`config.mk`:
```
export PLATFORM = sky130hd
export DESIGN_NAME = clamp_pulse_gen
export DESIGN_NICKNAME = d
export VERILOG_FILES = /design/src/rtl/clamp_pkg.sv /design/src/rtl/clamp_ctrl_decode.sv /design/src/rtl/clamp_line_timer.sv /design/src/rtl/clamp_shaper.sv /design/src/rtl/clamp_pulse_gen.sv
export SDC_FILE = /design/constraint.sdc
export NUM_CORES = 1
export LEC_CHECK = 0
export BUFFER_PORTS_ARGS = -buffer_cell sky130_fd_sc_hd__buf_2
export CORE_ASPECT_RATIO = 0.6
export CORE_MARGIN = 1.5
export CORE_UTILIZATION = 46
export DETAILED_ROUTE_END_ITERATION = 10
export GPL_TIMING_DRIVEN = 0
export HOLD_SLACK_MARGIN = 0.12
export PLACE_DENSITY_LB_ADDON = 0.12
export SLEW_MARGIN = 40
export SYNTH_ARGS = -nofsm -noshare
export SYNTH_HDL_FRONTEND = slang
export SYNTH_HIERARCHICAL = 1
export SYNTH_SLANG_ARGS = --single-unit
```
`constraint.sdc`:
```
create_clock -name clk -period 6 [get_ports clk]
set_input_delay 0.3 -clock clk [delete_from_list [all_inputs] [get_ports clk]]
set_output_delay 0.3 -clock clk [all_outputs]
set_load 0.01 [all_outputs]
```
`src/rtl/clamp_pkg.sv`:
```
package clamp_pkg;
    typedef enum logic {
        MODE_PORCH = 1'b0,
        MODE_TIP   = 1'b1
    } clamp_mode_e;

    typedef enum logic [1:0] {
        SH_IDLE = 2'd0,
        SH_WAIT = 2'd1,
        SH_LOW  = 2'd2
    } shaper_st_e;
endpackage

```
`src/rtl/clamp_ctrl_decode.sv`:
```
module clamp_ctrl_decode
    import clamp_pkg::*;
#(
    parameter int CTRL_W   = 8,
    parameter int HYST     = 16,
    parameter int MAX_W    = 24,
    parameter int SCALE_SH = 2,
    parameter int WID_W    = 5
) (
    input  logic                     clk,
    input  logic                     rst_n,
    input  logic signed [CTRL_W-1:0] ctrl,
    output clamp_mode_e              mode,
    output logic [WID_W-1:0]         width
);
    localparam logic signed [CTRL_W-1:0] HI_LIM = CTRL_W'(HYST);
    localparam logic signed [CTRL_W-1:0] LO_LIM = -HI_LIM;

    typedef struct packed {
        clamp_mode_e mode;
    } dec_t;

    dec_t d, q;
    logic [CTRL_W-1:0] mag;
    logic [31:0]       sh32;

    always_comb begin
        d = q;
        if (ctrl > HI_LIM)      d.mode = MODE_TIP;
        else if (ctrl < LO_LIM) d.mode = MODE_PORCH;

        mag  = ctrl[CTRL_W-1] ? (~$unsigned(ctrl) + 1'b1) : $unsigned(ctrl);
        sh32 = 32'(mag >> SCALE_SH);
        if (sh32 >= 32'(MAX_W)) width = WID_W'(1);
        else                    width = WID_W'(32'(MAX_W) - sh32);
    end

    always_ff @(posedge clk or negedge rst_n) begin
        if (!rst_n) q <= '{mode: MODE_PORCH};
        else        q <= d;
    end

    assign mode = q.mode;
endmodule

```
`src/rtl/clamp_line_timer.sv`:
```
module clamp_line_timer
    import clamp_pkg::*;
#(
    parameter int PER_W = 12
) (
    input  logic             clk,
    input  logic             rst_n,
    input  logic             sync_n,
    input  logic             sync_valid,
    input  clamp_mode_e      mode,
    input  logic [PER_W-1:0] min_period,
    output logic             lead,
    output logic             trail,
    output logic             tick,
    output logic [PER_W-1:0] tip_dly
);
    localparam logic [PER_W-1:0] SAT = '1;

    typedef struct packed {
        logic             s;
        logic [PER_W-1:0] per_cnt;
        logic [PER_W-1:0] per;
        logic [PER_W-1:0] fr;
    } lt_t;

    lt_t d, q;
    logic             run;
    logic [PER_W-1:0] cnt_inc;
    logic [PER_W-1:0] src;
    logic [PER_W-1:0] dsum;

    always_comb begin
        d       = q;
        lead    = sync_valid && q.s && !sync_n;
        trail   = sync_valid && !q.s && sync_n;
        run     = (mode == MODE_TIP) && !sync_valid;
        tick    = run && ((q.fr + 1'b1) >= min_period);
        cnt_inc = (q.per_cnt == SAT) ? SAT : q.per_cnt + 1'b1;

        d.s       = sync_n;
        d.per_cnt = cnt_inc;
        if (lead) begin
            d.per_cnt = '0;
            d.per     = cnt_inc;
        end
        d.fr = (run && !tick) ? q.fr + 1'b1 : '0;

        src     = sync_valid ? q.per : min_period;
        dsum    = (src >> 6) + (src >> 7);
        tip_dly = (dsum == '0) ? PER_W'(1) : dsum;
    end

    always_ff @(posedge clk or negedge rst_n) begin
        if (!rst_n) q <= '{s: 1'b1, per_cnt: '0, per: '0, fr: '0};
        else        q <= d;
    end
endmodule

```
`src/rtl/clamp_shaper.sv`:
```
module clamp_shaper
    import clamp_pkg::*;
#(
    parameter int PER_W = 12,
    parameter int WID_W = 5
) (
    input  logic             clk,
    input  logic             rst_n,
    input  logic             trig,
    input  logic [PER_W-1:0] dly,
    input  logic [WID_W-1:0] wid,
    output logic             clamp_n,
    output logic [WID_W-1:0] wid_lat
);
    typedef struct packed {
        shaper_st_e       st;
        logic [PER_W-1:0] cnt;
        logic [WID_W-1:0] wl;
        logic             out;
    } sh_t;

    sh_t d, q;

    always_comb begin
        d = q;
        unique case (q.st)
            SH_IDLE: if (trig) begin
                d.st  = SH_WAIT;
                d.cnt = dly;
                d.wl  = wid;
            end
            SH_WAIT: if (q.cnt <= PER_W'(1)) begin
                d.st  = SH_LOW;
                d.cnt = PER_W'(q.wl);
            end else begin
                d.cnt = q.cnt - 1'b1;
            end
            SH_LOW: if (q.cnt <= PER_W'(1)) begin
                d.st  = SH_IDLE;
                d.cnt = '0;
            end else begin
                d.cnt = q.cnt - 1'b1;
            end
            default: d.st = SH_IDLE;
        endcase
        d.out = (d.st != SH_LOW);
    end

    always_ff @(posedge clk or negedge rst_n) begin
        if (!rst_n) q <= '{st: SH_IDLE, cnt: '0, wl: '0, out: 1'b1};
        else        q <= d;
    end

    assign clamp_n = q.out;
    assign wid_lat = q.wl;
endmodule

```
`src/rtl/clamp_pulse_gen.sv`:
```
module clamp_pulse_gen
    import clamp_pkg::*;
#(
    parameter int CTRL_W   = 8,
    parameter int PER_W    = 12,
    parameter int HYST     = 16,
    parameter int MAX_W    = 24,
    parameter int SCALE_SH = 2,
    parameter int BP_DLY   = 5
) (
    input  logic                     clk,
    input  logic                     rst_n,
    input  logic                     sync_n,
    input  logic                     sync_valid,
    input  logic signed [CTRL_W-1:0] clamp_ctrl,
    input  logic [PER_W-1:0]         min_period,
    output logic                     clamp_n
);
    localparam int WID_W = $clog2(MAX_W + 1);

    clamp_mode_e      mode_w;
    logic [WID_W-1:0] width_w;
    logic [WID_W-1:0] sh_wid;
    logic             lead_w, trail_w, tick_w, trig_w;
    logic [PER_W-1:0] tip_dly_w, dly_w;

    clamp_ctrl_decode #(
        .CTRL_W(CTRL_W), .HYST(HYST), .MAX_W(MAX_W),
        .SCALE_SH(SCALE_SH), .WID_W(WID_W)
    ) dec_i (
        .clk(clk), .rst_n(rst_n), .ctrl(clamp_ctrl),
        .mode(mode_w), .width(width_w)
    );

    clamp_line_timer #(.PER_W(PER_W)) lt_i (
        .clk(clk), .rst_n(rst_n), .sync_n(sync_n), .sync_valid(sync_valid),
        .mode(mode_w), .min_period(min_period),
        .lead(lead_w), .trail(trail_w), .tick(tick_w), .tip_dly(tip_dly_w)
    );

    always_comb begin
        if (mode_w == MODE_TIP) begin
            trig_w = sync_valid ? lead_w : tick_w;
            dly_w  = tip_dly_w;
        end else begin
            trig_w = trail_w;
            dly_w  = PER_W'(BP_DLY);
        end
    end

    clamp_shaper #(.PER_W(PER_W), .WID_W(WID_W)) sh_i (
        .clk(clk), .rst_n(rst_n), .trig(trig_w), .dly(dly_w), .wid(width_w),
        .clamp_n(clamp_n), .wid_lat(sh_wid)
    );
endmodule

```
== After elaboration in Yosys (flattened, before gate mapping) ==
Cells that the tools add are included.
Word-level totals
  flip-flop bits (word level): 58
  input bits: 24
  output and inout bits: 1
  word-level logic and storage cells: 62
Operators by class
  $add $sub $neg: 6
  order comparisons: 5
  equal/unequal tests: 5
  mux-type cells: 19
  bitwise operators: 1
  reduce and logical (&&, ||, !) cells: 17
Operators by type and width (number)
  12-bit two-way mux: 7
  12-bit one-hot mux with 3 select lines: 1
  12-bit by 1-bit adder with 12-bit output (second input constant): 2
  24-bit two-way mux: 1
  19-bit two-way mux: 1
  12-bit equality test (second input constant): 1
  12-bit >= comparator: 1
  12-bit by 1-bit less-or-equal comparator with 1-bit output (second input constant): 1
  12-bit logical NOT: 1
  12-bit by 1-bit subtractor with 12-bit output (second input constant): 1
  8-bit by 1-bit adder with 8-bit output (second input constant): 1
  8-bit by 6-bit greater-than comparator with 1-bit output (second input constant): 1
  8-bit by 5-bit less-than comparator with 1-bit output (second input constant): 1
  8-bit two-way mux: 1
  8-bit inverter: 1
  6-bit by 5-bit adder with 7-bit output: 1
  1-bit logical AND: 7
  6-bit by 5-bit >= comparator with 1-bit output (second input constant): 1
  2-bit one-hot mux with 3 select lines: 1
  5-bit two-way mux: 1
  5-bit subtractor (first input constant): 1
  1-bit logical NOT: 4
  1-bit two-way mux: 4
  2-bit two-way mux: 2
  8 further kinds: 9

== Depth between registers and ports, before layout ==
Gate-level depths: netlist of the first run.
  depth after elaboration: 8
  mapped depth: 17
  gate-level depth less buffers: 17

== By module ==
Netlist of the first run, hierarchy kept.
By module, submodules not included
  clamp_line_timer: times used 1, cells an instance 228, area each 2060.7 um^2, sequential area each 777.0 um^2
  clamp_shaper: times used 1, cells an instance 155, area each 1371.3 um^2, sequential area each 501.7 um^2
  clamp_ctrl_decode: times used 1, cells an instance 43, area each 329.1 um^2, sequential area each 25.0 um^2
  clamp_pulse_gen: times used 1, cells an instance 16, area each 112.6 um^2, sequential area each 0.0 um^2

== Worst setup path after synthesis of the first run ==
No wires, ideal clock.
  kind: reg-to-reg
  start point: reg lt_i/q[2] (netlist bit)
  end point: reg sh_i/q[13] (netlist bit)
  setup time: 83 ps
  arrival time: 3214 ps
  required time: 5917 ps
  path slack: 2703 ps
  stages on the path, launching flop included: 17
  path buffers: 1
  period minus slack after synthesis: 3297 ps
  path through: dfrtp_1 -> and4_1 -> nor2b_1 -> nand4_1 -> xnor2_1 -> ha_1 -> a21o_1 -> a21o_1 -> a221oi_1 -> o21ai_0 -> and2_1 -> mux2i_1 -> a21oi_1 -> mux2i_1 -> clkbuf_1 -> a21oi_1 -> o22ai_1
Between the ends
  word-level cells in the longest chain between the ends: 7
RTL lines
  start: declaration: line clamp_line_timer.sv:26  | lt_t d, q;
  start signal: assignment: line clamp_line_timer.sv:54  | if (!rst_n) q <= '{s: 1'b1, per_cnt: '0, per: '0, fr: '0};
  12-bit by 1-bit adder with 12-bit output: line clamp_line_timer.sv:37  | tick = run && ((q.fr + 1'b1) >= min_period);
  12-bit >= comparator: line clamp_line_timer.sv:37
  1-bit logical AND: line clamp_line_timer.sv:37
  net tick_w: line clamp_pulse_gen.sv:24  | logic lead_w, trail_w, tick_w, trig_w;
  1-bit two-way mux: line clamp_pulse_gen.sv:43  | trig_w = sync_valid ? lead_w : tick_w;
  1-bit two-way mux: line clamp_pulse_gen.sv:42  | if (mode_w == MODE_TIP) begin
  net trig_w: line clamp_pulse_gen.sv:24
  2-bit by 1-bit != test with 1-bit output (no source line)
  2-bit AND reduction (no source line)
  end signal: assignment: line clamp_shaper.sv:50  | if (!rst_n) q <= '{st: SH_IDLE, cnt: '0, wl: '0, out: 1'b1};
  end: declaration: line clamp_shaper.sv:22  | sh_t d, q;
The timed path passes the listed nets, and every way through them passes these cells.
A chain may end at the register's enable or synchronous reset.

== Worst setup path in the final report of the first run ==
Same ends and word-level chain as after synthesis.

==> results of run 1 <==
registers in the layout, summed over array words and instances (netlist names):
| register | count |
|---|---|
| lt_i/q | 31 |
| sh_i/q | 14 |
| sh_i/clamp_n | 1 |
| dec_i/mode | 1 |
| sh_i/wid_lat | 5 |
timing repair:
item                      in CTS  in global routing
hold buffers                   1                  0
hold endpoints to repair      50                  0
setup buffers                  0                  0
cell type report:
cell class                 instances  area (µm²)  area share
inverter                          31         116      0.0273
timing repair buffer              21         113      0.0264
clock buffer                       5         125      0.0293
tap                              108         135      0.0317
buffer                            19         100      0.0235
clock inverter                     3        42.5     0.00997
multi-input combinational        339        2330       0.546
sequential                        52        1300       0.306
power breakdown:
group | switching, W | total (W) | internal [W]
combinational | 0.0000724 | 0.000135 | 0.0000625
clock | 0.000133 | 0.000330 | 0.000196
sequential | 0.0000215 | 0.000391 | 0.000369
total | 0.000227 | 0.000855 | 0.000628
worst max path at each step:
stage | end | slack [ps] | cells past startpoint
CTS | sh_i/q[10]$_DFFE_PN0P_ | 2070 | 16
global placement | sh_i/q[13]$_DFFE_PN0P_ | 2050 | 16
floorplan | sh_i/q[13]$_DFFE_PN0P_ | 2700 | 16
detailed placement | sh_i/q[10]$_DFFE_PN0P_ | 2110 | 16
global route | sh_i/q[13]$_DFFE_PN0P_ | 1670 | 16
finish | sh_i/q[13]$_DFFE_PN0P_ | 1990 | 16
routing by layer:
layer,part of all wire,vias to the layer above
met5,0,-
met4,0.0090,0
met3,0.058,10
met2,0.39,92
met1,0.54,1517
li1,-,1609
worst max-delay path: cells and delay by family (launching register included):
| family | cells | cell delay, ps |
|---|---|---|
| fa+ha+maj | 1 | 290 |
| simple gates | 4 | 860 |
| buf+inv | 1 | 450 |
| flops | 1 | 410 |
| compound gates | 7 | 1150 |
| mux | 2 | 520 |
| xor+xnor | 1 | 250 |
metrics by stage:
step / area, µm² / hold WS, ps / setup WS (ps) / instances
4_1_cts: 4270 / 124 / 2070 / 578
2_1_floorplan: 3850 / 4.41 / 2700 / 441
3_3_place_gp: 4090 / 436 / 2050 / 569
5_1_grt: 4270 / 127 / 1670 / 578
6_report: 4270 / 131 / 1990 / 578
3_5_place_dp: 4090 / 395 / 2110 / 569
layout by cell type, fill, tap and decap left out, types with 5 or more instances in the layout:
| cell | n |
|---|---|
| xnor2_1 | 17 |
| nor2_1 | 36 |
| nand4_1 | 8 |
| xor2_1 | 5 |
| nand3_1 | 16 |
| a221oi_1 | 5 |
| and2_1 | 6 |
| a21oi_1 | 18 |
| nor3_1 | 11 |
| nor2b_1 | 19 |
| mux2i_1 | 5 |
| nand2_1 | 36 |
| buf_4 | 6 |
| ha_1 | 28 |
| clkbuf_1 | 11 |
| nand2b_1 | 8 |
| o21ai_0 | 20 |
| o21ai_1 | 7 |
| mux2_2 | 5 |
| inv_1 | 30 |
| o211ai_1 | 5 |
| buf_2 | 21 |
| dfrtp_1 | 50 |
| and2_2 | 7 |
| conb_1 | 5 |
| o21a_1 | 5 |
| clkbuf_16 | 5 |
==> flow_metrics.env, run 1 <==
export IMPL_grt_max_degree=53
export IMPL_grt_pass1_vias=2915
export IMPL_hold_end="lt_i/q[36]$_DFF_PN1_"
export IMPL_startpoint="lt_i/q[2]$_DFF_PN0_"
export IMPL_worst_setup_path_start_kind="flip-flop"
export IMPL_track_usage=0.205
export IMPL_crit_type="flip-flop to flip-flop"
export IMPL_cts_sinks=52
export IMPL_crit_fanout=10
export IMPL_critPathSlowestCell="clkbuf_1"
export IMPL_rr_endpoint="sh_i/q[13]$_DFFE_PN0P_"
export IMPL_peakVddDrop_mv=0.238
export IMPL_hold_class="primary input to flip-flop"
export IMPL_reg2reg_from="lt_i/q[2]$_DFF_PN0_"
export IMPL_fp_dieH_um=73.7
export IMPL_crit_arrival_ps=4230
export IMPL_setup_tns_ps=0
export IMPL_grt_busiest_layer="met1"
export IMPL_cts_root_buffer="clkbuf_16"
export IMPL_pin_count=25
export IMPL_dr_pass1_iters=5
export IMPL_syn_avg_cell_area_um2=8.78
export IMPL_max_freq_mhz=249
export IMPL_cts_tree="built"
export IMPL_dieArea_um2=8910
export IMPL_num_vias=3228
export IMPL_finalCritPeriodShare=0.669
export IMPL_fillers=752
export IMPL_num_antenna_cells=0
export IMPL_cap_viol_max_count=0
export IMPL_grt_ovfl_total=0
export IMPL_status="complete, no violations"
export IMPL_mappedNetlistArea_um2=3840
export IMPL_yosysWarnings=6
export IMPL_rsz0062_at_grt="no"
export IMPL_path_clk_slew_ps=70
export IMPL_met1_usage=0.318
export IMPL_core_area_um2=7980
export IMPL_met2_usage=0.282
export IMPL_wire_per_inst_um=14.7
export IMPL_drv_slew=0
export IMPL_area_growth_pct=11.2
export IMPL_hold_viol_final=0
export IMPL_drtIter0Drc=255
export IMPL_fp_dieW_um=121
export IMPL_path_cells="and4_1 > nor2b_1 > nand4_1 > xnor2_1 > ha_1 > a21o_1 > a21o_1 > a221oi_1 > o21ai_0 > and2_1 > mux2i_1 > a21oi_1 > mux2i_1 > clkbuf_1 > a21oi_1 > o22ai_1"
export IMPL_power_w=0.000855
export IMPL_clockBufferDepth=2
export IMPL_drive_gt1_frac=0.136
export IMPL_cp_data_required_time_ps=6220
export IMPL_synth_cells=437
export IMPL_h_tree_depth=2
export IMPL_ff2ff_path_depth=16
export IMPL_rows=25
export IMPL_drc_errors=0
export IMPL_leakage_nw=1.98
export IMPL_setup_violations=0
export IMPL_finClkSkew_ps=9.07
export IMPL_grt_pass1_wl_um=14400
export IMPL_antenna_found_initial=0
export IMPL_critPathCaptureType="flip-flop"
export IMPL_period_needed_ps=4010
export IMPL_numCtsBuffers=5
export IMPL_max_stage_delay_ps=450
export IMPL_ctsResizeCount=0
export IMPL_drt_total_wl_um=8490
export IMPL_placement_io_buffers=20
export IMPL_use_met3=0.0466
export IMPL_ant_nets=0
export IMPL_nets=522
export IMPL_initial_core_util=0.481
export IMPL_fin_util=0.535
export IMPL_relSlewSlack=0.547
export IMPL_insertion_delay_ps=300
export IMPL_powerDensity_nw_per_um2=200
export IMPL_gp_congestion=0.864
export IMPL_r2r_slack_ps=1990
export IMPL_worstHoldStart="sync_n"
export IMPL_viasPerCell=5.58
export IMPL_holdPathStages=1
export IMPL_worst_pin_slew_ps=680
export IMPL_hpwl_um=6550
(Power assumes the default switching activity.)
==> run 2: changes to the inputs <==
Settings changed: ABC_AREA set to 1.
Clock period 6 ns to 3.75 ns, I/O delays scaled along.
==> run 2 against run 1 <==
Fmax is 22% higher. Area after synthesis is 11% higher. Via count grew 13%. Critical path type unchanged.
==> flow_metrics.env, run 2 <==
export IMPL_track_usage=0.196
export IMPL_status="complete, no violations"
export IMPL_rows=26
export IMPL_setup_violations=0
export IMPL_placed_area_um2=4520
export IMPL_mappedNetlistArea_um2=4250
export IMPL_gp_congestion=0.850
export IMPL_drive_gt1_frac=0.165
export IMPL_cts_root_buffer="clkbuf_16"
export IMPL_hold_viol_final=0
export IMPL_cp_data_required_time_ps=3970
export IMPL_hold_end="dec_i/mode$_DFFE_PN0P_"
export IMPL_finClkSkew_ps=8.44
export IMPL_leakage_nw=2.65
export IMPL_nets=702
export IMPL_setup_tns_ps=0
export IMPL_peakVddDrop_mv=0.245
export IMPL_crit_fanout=10
export IMPL_crit_arrival_ps=3520
export IMPL_regMostFlops="lt_i/q"
export IMPL_yosysWarnings=6
export IMPL_critPathCaptureType="flip-flop"
export IMPL_holdPathStages=2
export IMPL_antenna_found_initial=0
export IMPL_pin_count=25
export IMPL_regArea_um2=1310
export IMPL_dr_max_layer_used="met4"
export IMPL_viasPerCell=4.80
export IMPL_design_area_um2=4700
export IMPL_rsz0062_at_grt="no"
export IMPL_dr_pass1_iters=4
export IMPL_finalCritPeriodShare=0.879
export IMPL_path_clk_slew_ps=80
export IMPL_h_tree_depth=2
export IMPL_dieArea_um2=9840
export IMPL_ff2ff_path_depth=25
export IMPL_final_common_cell="nand2_1"
export IMPL_grt_pass1_vias=3534
export IMPL_relSlewSlack=0.536
export IMPL_wire_per_inst_um=11.6
export IMPL_numCtsBuffers=5
export IMPL_ant_nets=0
export IMPL_multi_input_area_um2=2420
export IMPL_reg2reg_from="lt_i/q[0]$_DFF_PN0_"
export IMPL_grt_pass1_wl_um=15900
export IMPL_grt_max_degree=53
export IMPL_fillers=881
export IMPL_fp_dieW_um=127
export IMPL_layout_common_cells="nand2_1, inv_1, nor2_1"
export IMPL_max_freq_mhz=304
export IMPL_m1WireLength_um=5070
export IMPL_met3_length_um=246
export IMPL_worst_setup_path_start_kind="flip-flop"
export IMPL_placement_io_buffers=23
export IMPL_drtIter0Drc=134
export IMPL_cts_setup_buffers=0
export IMPL_routed_wl_met2_um=3500
export IMPL_core_area_um2=8750
export IMPL_r2r_slack_ps=460
export IMPL_worstHoldStart="clamp_ctrl[7]"
export IMPL_clockBufferDepth=2
export IMPL_powerDensity_nw_per_um2=487
export IMPL_insertion_delay_ps=290
export IMPL_initial_core_util=0.486
export IMPL_crit_type="flip-flop to flip-flop"
export IMPL_rr_endpoint="sh_i/q[16]$_DFFE_PN0P_"
export IMPL_synth_cells=613
export IMPL_drt_total_wl_um=8850
export IMPL_cap_viol_max_count=0
export IMPL_hold_class="primary input to flip-flop"
export IMPL_syn_avg_cell_area_um2=6.93
export IMPL_fin_util=0.537
export IMPL_fp_dieH_um=77.5
export IMPL_period_needed_ps=3290
export IMPL_drv_slew=0
export IMPL_grt_ovfl_total=0
export IMPL_num_vias=3655
export IMPL_num_antenna_cells=0
export IMPL_area_growth_pct=10.6
export IMPL_drc_errors=0
export IMPL_cts_tree="built"
export IMPL_worst_pin_slew_ps=696
export IMPL_cts_sinks=52
export IMPL_largest_reg_flops=31
export IMPL_hpwl_um=6990
==> run 2: power breakdown <==
group / leakage, nW / internal, W / switching [W]
sequential: 0.669 / 0.000689 / 0.000149
clock: 0.0719 / 0.000254 / 0.000219
combinational: 1.91 / 0.000377 / 0.000599
total: 2.65 / 0.00132 / 0.000967
==> run 2: area by class of cell <==
cell class | instances | share of cell area
multi-input cells | 437 | 0.516
flip-flops and latches | 52 | 0.278
clock inverters | 3 | 0.00586
plain buffers | 14 | 0.0226
inverters | 114 | 0.0921
repair buffers | 25 | 0.0293
well taps | 112 | 0.0298
clock buffers | 5 | 0.0266
==> run 2: worst max-delay path, cell delays in order, from the launching register on <==
cell	delay [ps]
dfrtp_2	440
ha_1	270
nand3_2	130
nor2_4	120
nand3_2	90
xnor2_2	170
ha_1	280
nand2_1	50
nor2_2	140
nand2_1	70
nor2_1	90
nand2_1	90
nand3_1	90
nand2_1	60
inv_1	70
inv_1	40
nand2_1	40
nand3_1	80
nand2_2	180
inv_2	50
nand2_2	90
o21ai_4	120
inv_2	140
buf_6	170
nor2_1	50
a21oi_1	110
==> run 2: routing by layer <==
metal,global-route usage,up-vias
li1,-,1964
met2,0.297,31
met5,0,-
met4,0.0295,0
met1,0.296,1658
met3,0.0359,2
==> run 2: timing repair <==
action,in CTS,in global routing
hold endpoints to repair,51,0
setup endpoints to repair,0,10
hold buffers,2,0
gates resized for setup,0,3
==> run 2: per-stage QoR <==
step / instances / hold WS, ps / total power (W) / worst slack, ps
after floorplan: 617 / -108 / 0.00160 / 889
after CTS: 762 / 148 / 0.00231 / 310
final: 762 / 164 / 0.00229 / 456
after global placement: 752 / 318 / 0.00179 / 323
after detailed placement: 752 / 284 / 0.00182 / 324
after global routing: 762 / 148 / 0.00250 / 80.4
==> run 2: how the worst max path moves through the flow <==
| stage | slack, ps | cells after the start | start | endpoint |
|---|---|---|---|---|
| 3_5_place_dp | 320 | 25 | lt_i/q[0]$_DFF_PN0_ | sh_i/q[16]$_DFFE_PN0P_ |
| 5_1_grt | 80 | 24 | lt_i/q[0]$_DFF_PN0_ | sh_i/q[7]$_DFFE_PN0P_ |
| 3_3_place_gp | 320 | 24 | lt_i/q[0]$_DFF_PN0_ | sh_i/q[6]$_DFFE_PN0P_ |
| 4_1_cts | 310 | 25 | lt_i/q[0]$_DFF_PN0_ | sh_i/q[16]$_DFFE_PN0P_ |
| 2_1_floorplan | 890 | 25 | lt_i/q[0]$_DFF_PN0_ | sh_i/q[6]$_DFFE_PN0P_ |
| 6_report | 460 | 25 | lt_i/q[0]$_DFF_PN0_ | sh_i/q[16]$_DFFE_PN0P_ |
